===== src/rtl/irqc_pkg.sv =====
package irqc_pkg;
  // Word index of each register (byte offset / 4); the host decodes these.
  typedef enum logic [2:0] {
    REG_STAT  = 3'd0,
    REG_ENSET = 3'd1,
    REG_ENCLR = 3'd2,
    REG_MKSET = 3'd3,
    REG_MKCLR = 3'd4
  } irqc_reg_e;

  localparam int NUM_REGS = 5;
endpackage


===== src/rtl/irqc_rst_sync.sv =====
module irqc_rst_sync (
  input  logic clk,
  input  logic rst_n,
  output logic rst_ni
);
  logic [1:0] sync_q;

  always_ff @(posedge clk or negedge rst_n) begin
    if (!rst_n) sync_q <= 2'b00;
    else        sync_q <= {sync_q[0], 1'b1};
  end

  assign rst_ni = sync_q[1];
endmodule


===== src/rtl/irqc_regfile.sv =====
module irqc_regfile
  import irqc_pkg::*;
#(
  parameter int NSRC = 16,
  parameter int DW   = 16,
  parameter int AW   = 5
) (
  input  logic            clk,
  input  logic            rst_ni,
  input  logic [AW-1:0]   addr_i,
  input  logic            we_i,
  input  logic [DW-1:0]   wdata_i,
  input  logic [NSRC-1:0] pend_i,
  output logic [NSRC-1:0] en_q,
  output logic [NSRC-1:0] mask_q,
  output logic [NSRC-1:0] ack_o,
  output logic [DW-1:0]   rdata_q
);
  localparam int IW = AW - 2;

  logic [NUM_REGS-1:0] hit;
  logic [IW-1:0]       idx;
  logic                aligned;
  logic [NSRC-1:0]     wbits;
  logic [NSRC-1:0]     en_d, mask_d;
  logic                en_ce, mask_ce;
  logic [DW-1:0]       rdata_d;

  assign idx     = addr_i[AW-1:2];
  assign aligned = (addr_i[1:0] == 2'b00);
  assign wbits   = wdata_i[NSRC-1:0];

  for (genvar k = 0; k < NUM_REGS; k++) begin : g_hit
    assign hit[k] = aligned && (idx == IW'(k));
  end

  function automatic logic [DW-1:0] widen(input logic [NSRC-1:0] v);
    logic [DW-1:0] r;
    r = '0;
    r[NSRC-1:0] = v;
    return r;
  endfunction

  // next state
  always_comb begin
    en_d    = en_q;
    mask_d  = mask_q;
    en_ce   = we_i && (hit[int'(REG_ENSET)] || hit[int'(REG_ENCLR)]);
    mask_ce = we_i && (hit[int'(REG_MKSET)] || hit[int'(REG_MKCLR)]);
    if (hit[int'(REG_ENSET)]) en_d   = en_q | wbits;
    if (hit[int'(REG_ENCLR)]) en_d   = en_q & ~wbits;
    if (hit[int'(REG_MKSET)]) mask_d = mask_q | wbits;
    if (hit[int'(REG_MKCLR)]) mask_d = mask_q & ~wbits;
    ack_o = (we_i && hit[int'(REG_STAT)]) ? wbits : '0;

    rdata_d = '0;
    if (hit[int'(REG_STAT)])                              rdata_d = widen(pend_i);
    if (hit[int'(REG_ENSET)] || hit[int'(REG_ENCLR)])     rdata_d = widen(en_q);
    if (hit[int'(REG_MKSET)] || hit[int'(REG_MKCLR)])     rdata_d = widen(mask_q);
  end

  // registers
  always_ff @(posedge clk or negedge rst_ni) begin
    if (!rst_ni) begin
      en_q    <= '0;
      mask_q  <= '0;
      rdata_q <= '0;
    end else begin
      if (en_ce)   en_q   <= en_d;
      if (mask_ce) mask_q <= mask_d;
      rdata_q <= rdata_d;
    end
  end


  en_clr_all_chk: assert property (@(posedge clk) disable iff (!rst_ni)
    (we_i && hit[int'(REG_ENCLR)] && (&wbits)) |=> (en_q == '0));


  mask_clr_all_chk: assert property (@(posedge clk) disable iff (!rst_ni)
    (we_i && hit[int'(REG_MKCLR)] && (&wbits)) |=> (mask_q == '0));


  zero_write_hold_chk: assert property (@(posedge clk) disable iff (!rst_ni)
    (we_i && wbits == '0) |=> ($stable(en_q) && $stable(mask_q)));
endmodule


===== src/rtl/irqc_pending.sv =====
module irqc_pending #(
  parameter int NSRC = 16
) (
  input  logic            clk,
  input  logic            rst_ni,
  input  logic [NSRC-1:0] src_i,
  input  logic [NSRC-1:0] en_i,
  input  logic [NSRC-1:0] ack_i,
  output logic [NSRC-1:0] pend_q
);
  logic [NSRC-1:0] pend_d;
  logic [NSRC-1:0] capture;

  // next state: capture has priority over acknowledge
  for (genvar n = 0; n < NSRC; n++) begin : g_bit
    assign capture[n] = src_i[n] & en_i[n];
    always_comb begin
      pend_d[n] = pend_q[n];
      if (ack_i[n])   pend_d[n] = 1'b0;
      if (capture[n]) pend_d[n] = 1'b1;
    end
  end

  always_ff @(posedge clk or negedge rst_ni) begin
    if (!rst_ni) pend_q <= '0;
    else         pend_q <= pend_d;
  end


  no_spurious_pend_chk: assert property (@(posedge clk) disable iff (!rst_ni)
    ((pend_q & ~$past(pend_q) & ~$past(src_i & en_i)) == '0));


  set_wins_chk: assert property (@(posedge clk) disable iff (!rst_ni)
    ((src_i & en_i) != '0) |=> ((pend_q & $past(src_i & en_i)) == $past(src_i & en_i)));


  ack_all_chk: assert property (@(posedge clk) disable iff (!rst_ni)
    ((&ack_i) && ((src_i & en_i) == '0)) |=> (pend_q == '0));
endmodule


===== src/rtl/irqc_summary.sv =====
module irqc_summary #(
  parameter int NSRC = 16
) (
  input  logic            clk,
  input  logic            rst_ni,
  input  logic [NSRC-1:0] pend_i,
  input  logic [NSRC-1:0] mask_i,
  output logic            irq_q
);
  logic irq_d;

  always_comb irq_d = |(pend_i & mask_i);

  always_ff @(posedge clk or negedge rst_ni) begin
    if (!rst_ni) irq_q <= 1'b0;
    else         irq_q <= irq_d;
  end


  masked_quiet_chk: assert property (@(posedge clk) disable iff (!rst_ni)
    (mask_i == '0) |=> !irq_q);


  idle_quiet_chk: assert property (@(posedge clk) disable iff (!rst_ni)
    (pend_i == '0) |=> !irq_q);
endmodule


===== src/rtl/irq_concentrator.sv =====
module irq_concentrator #(
  parameter int NSRC = 16,
  parameter int DW   = 16,
  parameter int AW   = 5
) (
  input  logic            clk,
  input  logic            rst_n,
  input  logic [AW-1:0]   bus_addr,
  input  logic            bus_we,
  input  logic [DW-1:0]   bus_wdata,
  output logic [DW-1:0]   bus_rdata,
  input  logic [NSRC-1:0] src_i,
  output logic            irq_o
);
  logic            rst_ni;
  logic [NSRC-1:0] en_q, mask_q, ack, pend_q;

  irqc_rst_sync u_rst (
    .clk    (clk),
    .rst_n  (rst_n),
    .rst_ni (rst_ni)
  );

  irqc_regfile #(.NSRC(NSRC), .DW(DW), .AW(AW)) u_regs (
    .clk     (clk),
    .rst_ni  (rst_ni),
    .addr_i  (bus_addr),
    .we_i    (bus_we),
    .wdata_i (bus_wdata),
    .pend_i  (pend_q),
    .en_q    (en_q),
    .mask_q  (mask_q),
    .ack_o   (ack),
    .rdata_q (bus_rdata)
  );

  irqc_pending #(.NSRC(NSRC)) u_pend (
    .clk    (clk),
    .rst_ni (rst_ni),
    .src_i  (src_i),
    .en_i   (en_q),
    .ack_i  (ack),
    .pend_q (pend_q)
  );

  irqc_summary #(.NSRC(NSRC)) u_sum (
    .clk    (clk),
    .rst_ni (rst_ni),
    .pend_i (pend_q),
    .mask_i (mask_q),
    .irq_q  (irq_o)
  );
endmodule


===== config.mk =====
export PLATFORM = sky130hd
export DESIGN_NAME = irq_concentrator
export DESIGN_NICKNAME = d
export VERILOG_FILES = /design/src/rtl/irqc_pkg.sv /design/src/rtl/irqc_rst_sync.sv /design/src/rtl/irqc_regfile.sv /design/src/rtl/irqc_pending.sv /design/src/rtl/irqc_summary.sv /design/src/rtl/irq_concentrator.sv
export SDC_FILE = /design/constraint.sdc
export NUM_CORES = 1
export LEC_CHECK = 0
export BUFFER_PORTS_ARGS = -buffer_cell sky130_fd_sc_hd__buf_2
export CAP_MARGIN = 40
export CORE_UTILIZATION = 40
export CTS_CLUSTER_DIAMETER = 100
export DETAILED_ROUTE_END_ITERATION = 7
export HOLD_SLACK_MARGIN = 0.05
export PLACE_DENSITY = 0.57
export REMOVE_ABC_BUFFERS = 1
export SLEW_MARGIN = 10
export SYNTH_ARGS = -nofsm -noshare
export SYNTH_HDL_FRONTEND = slang
export SYNTH_SLANG_ARGS = --single-unit

===== constraint.sdc =====
create_clock -name clk -period 6.4 [get_ports clk]
set_clock_uncertainty 0.2 [all_clocks]
set_input_delay 0.64 -clock clk [delete_from_list [all_inputs] [get_ports clk]]
set_output_delay 0.64 -clock clk [all_outputs]
set_load 0.05 [all_outputs]

==> After elaboration in Yosys (flattened, before gate mapping) <==
Cells that the tools add are included.
{ "word_totals": {"register_bits": 67, "input_bits": 40, "out_inout_bits": 17, "word_cells": 120} }
{ "op_classes": {"n_eq_ne": 4, "muxes": 40, "n_bitwise": 22, "n_reduce_logical": 33} }
{ "op_table": {"columns": ["cell", "count"], "rows": [
  ["$mux W16", 8],
  ["$and A16 B16 Y16", 3],
  ["$reduce_bool A2 Y1", 18],
  ["$mux W1", 32],
  ["$or A16 B16 Y16", 2],
  ["$and A1 B1 Y1", 16],
  ["$not A16 Y16", 1],
  ["$reduce_or A16 Y1", 1],
  ["$logic_and A1 B1 Y1", 8],
  ["$eq A3 B2 Y1 const B", 2],
  ["$reduce_and A2 Y1", 2],
  ["$eq A3 B1 Y1 const B", 1],
  ["$eq A3 B3 Y1 const B", 1],
  ["$logic_not A3 Y1", 1],
  ["$logic_not A2 Y1", 1],
  ["$logic_or A1 B1 Y1", 2]
]} }

==> Logic depth before layout (Yosys ltp) <==
Gate-level depths: netlist (run 1).
{ "logic_depth": {"depth_word": 6, "mapped_depth": 6, "ltp_nobuf": 3} }

==> Modules after synthesis <==
From an unflattened synthesis (run 1), not the netlist that was laid out.
{ "unflattened": {"cells_unflattened": 310, "hier_area_um2": 3557.2} }
{ "modules_own_cells": {"columns": ["mod", "instances", "cells_per_inst", "area_each_um2", "seq_area_each_um2"], "rows": [
  ["irqc_regfile", 1, 233, 2716.4, 1201.2],
  ["irqc_pending", 1, 64, 660.6, 400.4],
  ["irqc_summary", 1, 10, 126.4, 25.0],
  ["irqc_rst_sync", 1, 3, 53.8, 50.0]
]} }

==> Least setup slack after synthesis (run 1) <==
No wires, ideal clock.
{ "synth_timing": {"path_kind": "input -> register", "from": "input port bus_addr[3]", "to": "register with a tool-made name", "setup_time_ps": 138, "arrival_ps": 1768, "required_time_ps": 6062, "slack_ps": 4293, "stages": 5, "path_buffers": 2, "cell_sequence": "buf_4 > or3b_4 > nor3_2 > buf_2 > a31oi_1"} }
{ "synth_lines": {"columns": ["item", "line_no", "rtl"], "rows": [
  ["start, declared", "irq_concentrator.sv:8", "input logic [AW-1:0] bus_addr,"]
]} }

==> results of run 1 <==
power by group:
| part | switching [mW] | leakage [nW] | internal, mW | total (mW) |
|---|---|---|---|---|
| registers | 0.0534 | 0.791 | 0.481 | 0.535 |
| logic | 0.113 | 0.759 | 0.0865 | 0.199 |
| clock network | 0.151 | 0.0947 | 0.191 | 0.342 |
cell usage after synthesis, drive strengths merged:
cell / number / area (sq um)
a22o: 36 / 315
conb: 1 / 3.75
nor2b: 1 / 6.26
nor3: 2 / 15.0
mux2i: 16 / 160
dfrtp: 67 / 1680
or3b: 1 / 11.3
a41oi: 26 / 228
a221oi: 4 / 35.0
a21oi: 6 / 30.0
xor2: 1 / 8.76
clkbuf: 17 / 65.1
a31oi: 32 / 200
nand3b: 17 / 128
nand4: 14 / 87.6
o21ai: 16 / 80.1
nor2: 1 / 3.75
nor4b: 1 / 23.8
a211oi: 1 / 20.0
buf: 12 / 72.6
and2: 3 / 18.8
nand3: 3 / 15.0
critical path, stage by stage:
cell and delay (ps):
buf_2 80, buf_4 400, nor4b_4 270, buf_4 280, nor2b_1 420, buf_4 280, a31oi_1 110
cells in the final DEF, fill, tap and decap left out, types with 2 or more instances in the layout:
cell      count
o21ai_0      16
a41oi_1      26
a31oi_1      32
nor3_2        2
a221oi_1      4
dfrtp_1      66
nand4_1      14
a21oi_1       6
buf_4        10
mux2i_1      16
and2_1        3
clkbuf_1      4
buf_2        56
a22o_1       36
clkbuf_8     10
nand3_1       3
nand3b_1     17
what timing repair did:
item	4_1_cts	5_1_grt
resized for setup	0	0
hold buffers	1	0
buffers inserted	0	0
hold endpoints to repair	2	0
how the worst max path moves through the flow:
| stage | from | end | slack [ps] | cells past startpoint |
|---|---|---|---|---|
| detailed placement | bus_addr[3] | flip-flop | 3510 | 7 |
| global placement | bus_addr[2] | u_pend.pend_q[2] | 3570 | 6 |
| CTS | bus_addr[3] | flip-flop | 3870 | 7 |
| floorplan | bus_addr[4] | flip-flop | 2510 | 3 |
| global route | bus_addr[3] | flip-flop | 3710 | 7 |
| finish | bus_addr[3] | flip-flop | 3870 | 7 |
kinds of logic after synthesis:
kind of cell | share of synthesized area (%)
other | 0.117
XOR/XNOR | 0.273
buffers and inverters | 4.30
flip-flops | 52.3
multiplexers | 5.00
AO/OA/AOI/OAI | 28.3
AND/OR/NAND/NOR | 9.64
per-stage QoR:
step	setup slack (ps)	cell area (sq um)	power, mW
2_1_floorplan	2510	3070	0.659
3_3_place_gp	3570	3560	0.738
3_5_place_dp	3510	3560	0.742
4_1_cts	3870	3760	1.09
5_1_grt	3710	3760	1.14
6_report	3870	3760	1.08
metal layers:
layer / wire length (um) / GRT usage (%)
met5: 0 / 0
met3: 442 / 3.02
met2: 3850 / 31.5
met4: 96 / 8.99
met1: 3650 / 29.4
cell type report:
cell class / instances / area, sq um / area share, %
Clock inverter: 2 / 35.0 / 0.931
Sequential cell: 67 / 1680 / 44.6
Timing Repair Buffer: 67 / 365 / 9.71
Tap cell: 102 / 128 / 3.39
Multi-Input combinational cell: 182 / 1400 / 37.3
Clock buffer: 14 / 153 / 4.06
==> results.md, run 1 <==
* Initial antenna violation count at 0
* RSZ-0062 raised after global routing: false
* VDD IR max at 96.4 uV
* Ant diodes at 0
* Final HPWL DP at 4.76 mm
* First-pass GRT wire length at 13.3 mm
* Hold wc startpoint: u_rst.sync_q[0]
* Synth warnings at 0
* # DRC at 0
* Total routed wirelength at 8.04 mm
* Crit Path Category: primary input to flip-flop
* H-tree depth at 3
* Status: finished clean
* Netlist cell types at 27
* Die X at 91.5 um
* CP required at 6380 ps
* Min Hold Slack at 153 ps
* Power density cells at 286 mW/mm^2
* Placer congestion estimate at 0.724
* # fillers at 731
* Non-filler cells, final at 434
* Die area at 0.00837 sq mm
* Rel. slew slack at 41.0%
* Static leakage power at 1.64 nW
* Max-slew violation count at 0
* Setup Viol. Count Final at 0
* HP Class: flip-flop to flip-flop
* Hold path depth at 0
* Site row count at 32
* Max-cap violation count at 0
* CP Capture Type: flip-flop
* DR vias at 2641
* Post-Syn Area per Cell at 11.5 sq um
* Root Buffer: clkbuf_8
* Worst R2R End: u_sum.irq_q
* # port buffers at 56
* CP startpoint kind: primary input
* Grt ovf at 0
* Vias in the first global route at 2438
* #FFs+latches synth at 67
* Fin crit period at 2530 ps
* Cells after Synth at 278
* Worst Reg-to-Reg Cells at 3
* Layout cell share with drive strength beyond 1 at 25.6%
* CP arrival at 2510 ps
* Fin nets at 367
* Worst-path clk slew at 70 ps
* Hold endpoint: u_rst.sync_q[1]
* Fin Setup TNS at 0 ps
* Clock Path Buffers at 2
* Clock Sinks at 67
* Largest net degree at the start of global routing at 69
* Final period utilization at 39.5%
* Die H at 91.5 um
* Syn-to-layout area delta at 17.4%
* Clk_lat worst skew at 330 ps
* Total GRT Usage at 20.7%
* Final Util at 48.7%
* CTS Buf Count at 9
* CP Max Fanout at 37
* Final hold vios at 0
* Pre-antenna DRT Iters at 4
* Setup slack, reg-to-reg at 4910 ps
* Register area share after synthesis at 52.3%
* Synth Cell Area at 0.00320 sq mm
* Routed len/inst at 18.5 um
* I/O pins at 57
* Starting density of the core at 41.5%
* Remaining antenna violation count at 0
* Vias per cell at 6.09
* Fmax at 395 MHz
* Least-Margin Pin Slew at 884 ps
* Core ar. at 0.00773 sq mm
* Inst Count DP at 417
* Initial DRC count at 173
* TritonCTS clock tree: done
Power figures use the tool's default switching activity.
==> run 2, diff against run 1 <==
clock period = 2.6 ns   (was 6.4 ns; I/O delays follow)
==> run 2 against run 1 <==
Cell count increased by 8.3%. Non-clock buffer count is 36 higher. Clock power rose to 3.2 times the previous value. Flip-flop and latch count unchanged. Critical path type unchanged. Largest cell class unchanged. Largest power group unchanged.
==> results.md, run 2 (synthesis results as in run 1) <==
* Die H at 91.5 um (unchanged)
* Worst reg2reg path startpoint: u_pend.pend_q[13]
* # port buffers at 56 (unchanged)
* H-tree depth at 3 (unchanged)
* CP startpoint kind: primary input
* Site row count at 32 (unchanged)
* TritonCTS clock tree: done
* Vias in the first global route at 2628 (+7.8%)
* Final WS setup at 1070 ps (-2810 ps)
* Clk_lat worst skew at 320 ps (about the same)
* Least-Margin Pin Slew at 531 ps (-353 ps)
* CP arrival at 1520 ps (-990 ps)
* CP required at 2580 ps (-3800 ps)
* Initial DRC count at 165 (-4.6%)
* Final hold vios at 0 (unchanged)
* CTS Buf Count at 9 (unchanged)
* Post-CTS setup buffers at 0 (unchanged)
* Max-cap violation count at 0 (unchanged)
* Fin nets at 403 (+9.8%)
* Clock Path Buffers at 2 (unchanged)
* DR vias at 2778 (+5.2%)
* PostCTS Resize Cnt at 0 (unchanged)
* Placer congestion estimate at 0.764 (+5.5%)
* Syn-to-layout area delta at 31.0%
* Grt ovf at 0 (unchanged)
* Rel. slew slack at 64.6% (+24 points)
* Fmax at 652 MHz
* Layout cell share with drive strength beyond 1 at 25.5% (-0.059 points)
* VDD IR max at 266 uV (+180%)
* Total GRT Usage at 21.6% (+0.92 points)
* # fillers at 705 (-3.6%)
* HP Class: flip-flop to asynchronous set/reset pin
* Max-slew violation count at 0 (unchanged)
* Leading cell type in the layout, fill and taps excluded: dfrtp_1
* Die X at 91.5 um (unchanged)
* Initial antenna violation count at 0 (unchanged)
* Power Total at 2.96 mW (+180%)
* Final Util at 54.3% (+5.6 points)
* Setup slack, reg-to-reg at 1100 ps (-3810 ps)
* Die area at 0.00837 sq mm (unchanged)
* Status: finished clean
* Area of the multi-input gates at 0.00140 sq mm (-0.54%)
* Core ar. at 0.00773 sq mm (unchanged)
* Max stage delay on crit path at 380 ps (-40 ps)
* Vias per cell at 5.91 (-2.9%)
* Final HPWL DP at 5.42 mm (+14%)
* Setup Viol. Count Final at 0 (unchanged)
* Post-route cell area at 0.00420 sq mm (+12%)
* Commonest non-fill, non-tap cells in the layout: dfrtp_1, buf_2, a22o_1, a31oi_1, dlygate4sd3_1
* Final period utilization at 59.0%
* Fin Setup TNS at 0 ps (unchanged)
* Power density cells at 706 mW/mm^2 (+150%)
* DP Area at 0.00363 sq mm (+1.8%)
* RSZ-0062 raised after global routing: false
* Hold-fix buffers, CTS at 31 (+30)
* CP Max Fanout at 13 (-65%)
* Worst Reg-to-Reg Cells at 3 (unchanged)
* Crit Path Category: primary input to flip-flop
* Ant diodes at 0 (unchanged)
* Fin crit period at 1530 ps
* Crit path cell chain: buf_2, nor4b_4, nor2b_1, buf_4, a31oi_1
* Pre-antenna DRT Iters at 4 (unchanged)
* # DRC at 0 (unchanged)
* CP Capture Type: flip-flop
* Root Buffer: clkbuf_8
* Register area at 0.00168 sq mm (unchanged)
* Routed len/inst at 18.1 um (-2.3%)
* Starting density of the core at 41.5% (unchanged)
* Worst path slowest cell: nor2b_1
* I/O pins at 57 (unchanged)
* First-pass GRT wire length at 14.0 mm (+5.1%)
* Clock Sinks at 67 (unchanged)
* Static leakage power at 1.85 nW (+12%)
* Remaining antenna violation count at 0 (unchanged)
* Placement Setup Slack at 728 ps (-2780 ps)
* Worst-path clk slew at 70 ps (about the same)
* Largest net degree at the start of global routing at 66 (-4.3%)
* Worst R2R End: u_sum.irq_q
* Total routed wirelength at 8.51 mm (+5.8%)
-- run 2: worst max-delay path by stage --
stage,from,slack (ps),to
after floorplan,bus_addr[4],-910,flip-flop
after global placement,bus_addr[3],750,flip-flop
after detailed placement,bus_addr[3],730,flip-flop
after CTS,bus_addr[3],1070,flip-flop
after global routing,bus_addr[3],990,flip-flop
final,bus_addr[3],1070,flip-flop
-- run 2: power by group --
group	leakage, nW	internal, mW	switching [mW]
combinational	0.923	0.252	0.285
clock	0.133	0.715	0.390
sequential	0.791	1.18	0.136
-- run 2: routing by layer --
layer,GRT usage (%),routed length (um),up-vias
li1,-,-,1311
met1,31.6,4020,1367
met2,33.3,4050,93
met3,2.68,368,7
met4,6.61,66,0
met5,0,0,-
-- run 2: critical path: cells and delay by family --
family          cells  cell delay (ps)
compound gates      1               90
buf+inv             2              510
simple gates        2              650
-- run 2: stage by stage --
stage	cells	hold WS, ps
5_1_grt	470	129
3_5_place_dp	423	-150
3_3_place_gp	423	-154
2_1_floorplan	249	-236
6_report	470	77.8
4_1_cts	470	98.8
-- run 2: final cells by class --
class,instances,share of cell area (%)
clock buffer,12,3.94
clock inverter,4,2.27
multi-input combinational,182,33.2
sequential,67,40.0
tap,102,3.04
timing repair buffer,103,17.5
==> run 3, diff against run 2 <==
ABC_AREA = 1   (was default)
PLACE_DENSITY = 0.58   (was 0.57)
clock period = 1.5 ns   (was 2.6 ns; I/O delays follow)
==> run 3 against run 2 <==
Global-route usage is 2.8 points lower. Utilization is 0.78 points higher. Setup slack worse by 840 ps. Cell count is 23% higher. Highest routed layer unchanged. Flip-flop and latch count stayed put.
==> results.md, run 3 <==
* Status: finished clean
* # DRC at 0 (unchanged)
* Setup Viol. Count Final at 0 (unchanged)
* Synth warnings at 0 (unchanged)
* Synth Cell Area at 0.00313 sq mm (-2.4%)
* Post-route cell area at 0.00408 sq mm (-2.7%)
* Power Total at 4.60 mW (+55%)
* Die area at 0.00818 sq mm (-2.3%)
* Cells after Synth at 386 (+39%)
* Root Buffer: clkbuf_8
* Inst Count DP at 526 (+24%)
* Final Util at 55.1% (+0.78 points)
* CP Capture Type: output pin
* Clock Path Buffers at 2 (unchanged)
* Final WS setup at 226 ps (-840 ps)
* Largest net degree at the start of global routing at 81 (+23%)
* Commonest non-fill, non-tap cells in the layout: nand2_1, dfrtp_1, nand3_1, buf_2, nand4_1
* Setup slack, reg-to-reg at 370 ps (-730 ps)
* Post-CTS setup buffers at 0 (unchanged)
* Max-cap violation count at 0 (unchanged)
* CP arrival at 920 ps (-600 ps)
* Clk_lat worst skew at 330 ps (about the same)
* Total routed wirelength at 7.17 mm (-16%)
* Fin Setup TNS at 0 ps (unchanged)
* H-tree depth at 3 (unchanged)
* RSZ-0062 raised after global routing: false
* Leading cell type in the layout, fill and taps excluded: nand2_1
* CTS Buf Count at 9 (unchanged)
* DP Area at 0.00354 sq mm (-2.3%)
* First-pass GRT wire length at 12.2 mm (-13%)
* #FFs+latches synth at 67 (unchanged)
* Worst R2R End: u_sum.irq_q
* Top Family by Delay on Critical Path: flip-flops
* Ys async rst share at 100% (unchanged)
* Register area share after synthesis at 53.6% (+1.3 points)
* Count leader, synth: nand2_1
* Site row count at 31 (-3.1%)
* CP Max Fanout at 1 (-12)
* Worst Reg-to-Reg Cells at 4 (+1)
* I/O pins at 57 (unchanged)
* Post-synth top cells: nand2_1, dfrtp_1, nand3_1
* Worst reg2reg path startpoint: u_pend.pend_q[11]
* TritonCTS clock tree: done
* EDFF count, synth at 0 (unchanged)
* Worst-path clk slew at 70 ps (about the same)
* Initial antenna violation count at 0 (unchanged)
* DR vias at 2856 (+2.8%)
* Syn-to-layout area delta at 30.5%
* Max-slew violation count at 0 (unchanged)
* Grt ovf at 0 (unchanged)
* Top_reg_cell synth: dfrtp_1
* Static leakage power at 1.99 nW (+8.0%)
* Die H at 90.4 um (-1.2%)
* Clock Sinks at 67 (unchanged)
* Remaining antenna violation count at 0 (unchanged)
* Routed len/inst at 12.5 um (-31%)
* Layout cell share with drive strength beyond 1 at 18.2% (-7.3 points)
* Crit path cell chain: buf_2
* Fmax at 785 MHz
* Placement Setup Slack at 74.1 ps (-654 ps)
* Final period utilization at 84.9%
* Initial DRC count at 112 (-32%)
* HP Class: flip-flop to asynchronous set/reset pin
* Fin nets at 512 (+27%)
* Total GRT Usage at 18.8% (-2.8 points)
* Area leader, netlist: dfrtp_1
* CP startpoint kind: flip-flop
* Final HPWL DP at 4.31 mm (-21%)
* Vias per cell at 4.96 (-16%)
* Pre-antenna DRT Iters at 5 (+1)
* Starting density of the core at 42.2% (+0.76 points)
* Worst setup path start: u_regs.rdata_q[3]
* Top cells by area, synth: dfrtp_1, nand2_1, nand3_1
* Final hold vios at 0 (unchanged)
* Ant diodes at 0 (unchanged)
* Post-Syn Area per Cell at 8.10 sq um (-30%)
* Worst path slowest cell: dfrtp_1
* PostCTS Resize Cnt at 0 (unchanged)
* Die X at 90.4 um (-1.2%)
* Placer congestion estimate at 0.780 (+2.1%)
* Core ar. at 0.00741 sq mm (-4.1%)
* Min Hold Slack at 66.3 ps (-11.5 ps)
* # port buffers at 56 (unchanged)
* WP buf/inv at 1 (-1)
* VDD IR max at 516 uV (+94%)
* CP required at 1150 ps (-1430 ps)
* Netlist cell types at 17 (-37%)
* Fin crit period at 1270 ps
* Power density cells at 1130 mW/mm^2 (+60%)
* Yosys top cell area share at 53.6% (+1.3 points)
* Max stage delay on crit path at 340 ps (-40 ps)
* Non-filler cells, final at 576 (+23%)
* Crit Path Category: flip-flop to output pin
* Vias in the first global route at 2632 (+0.15%)
## run 3: cell count changes in the layout (fill, tap and decap cells not counted), sizes merged, moves of 23 or more
cell / before / now
a22o: 36 / 0
nand4: 14 / 37
a41oi: 26 / 0
nand2: 0 / 182
a31oi: 32 / 0
nand3: 3 / 65
## run 3: metal layers
metal,wire length (um),up-vias,GRT usage [%]
met5,0,-,0
met4,91,0,6.72
met3,296,7,4.29
met2,3270,59,29.1
met1,3520,1338,25.9
li1,-,1452,-
## run 3: kinds of logic after synthesis
family | Yosys count | synth area share [%]
buffers and inverters | 27 | 4.76
flip-flops | 67 | 53.6
AND/OR/NAND/NOR | 291 | 41.5
other | 1 | 0.120
## run 3: power breakdown
part           internal (mW)  switching, mW  leakage, nW
clock network          0.859          0.642        0.101
logic                  0.315          0.492         1.11
registers               2.09          0.202        0.786
total                   3.27           1.34         1.99
## run 3: worst max path at each step
stage / to / slack, ps / cells after the start
floorplan: asynchronous set/reset pin / -700 / 0
global placement: flip-flop / 120 / 8
detailed placement: flip-flop / 70 / 8
CTS: bus_rdata[3] / 210 / 1
global route: bus_rdata[4] / 180 / 1
finish: bus_rdata[3] / 230 / 1
## run 3: final cells by class
type / count / area [sq um]
repair buffers: 99 / 763
well taps: 99 / 124
clock buffers: 14 / 163
multi-input cells: 292 / 1310
fillers: 710 / 3330
clock inverters: 2 / 35.0
inverters: 3 / 11.3
flip-flops and latches: 67 / 1680
## run 3: repair_timing
action | 4_1_cts | 5_1_grt
hold buffers | 34 | 0
setup endpoints to repair | 0 | 0
endpoints found under the hold margin | 50 | 0
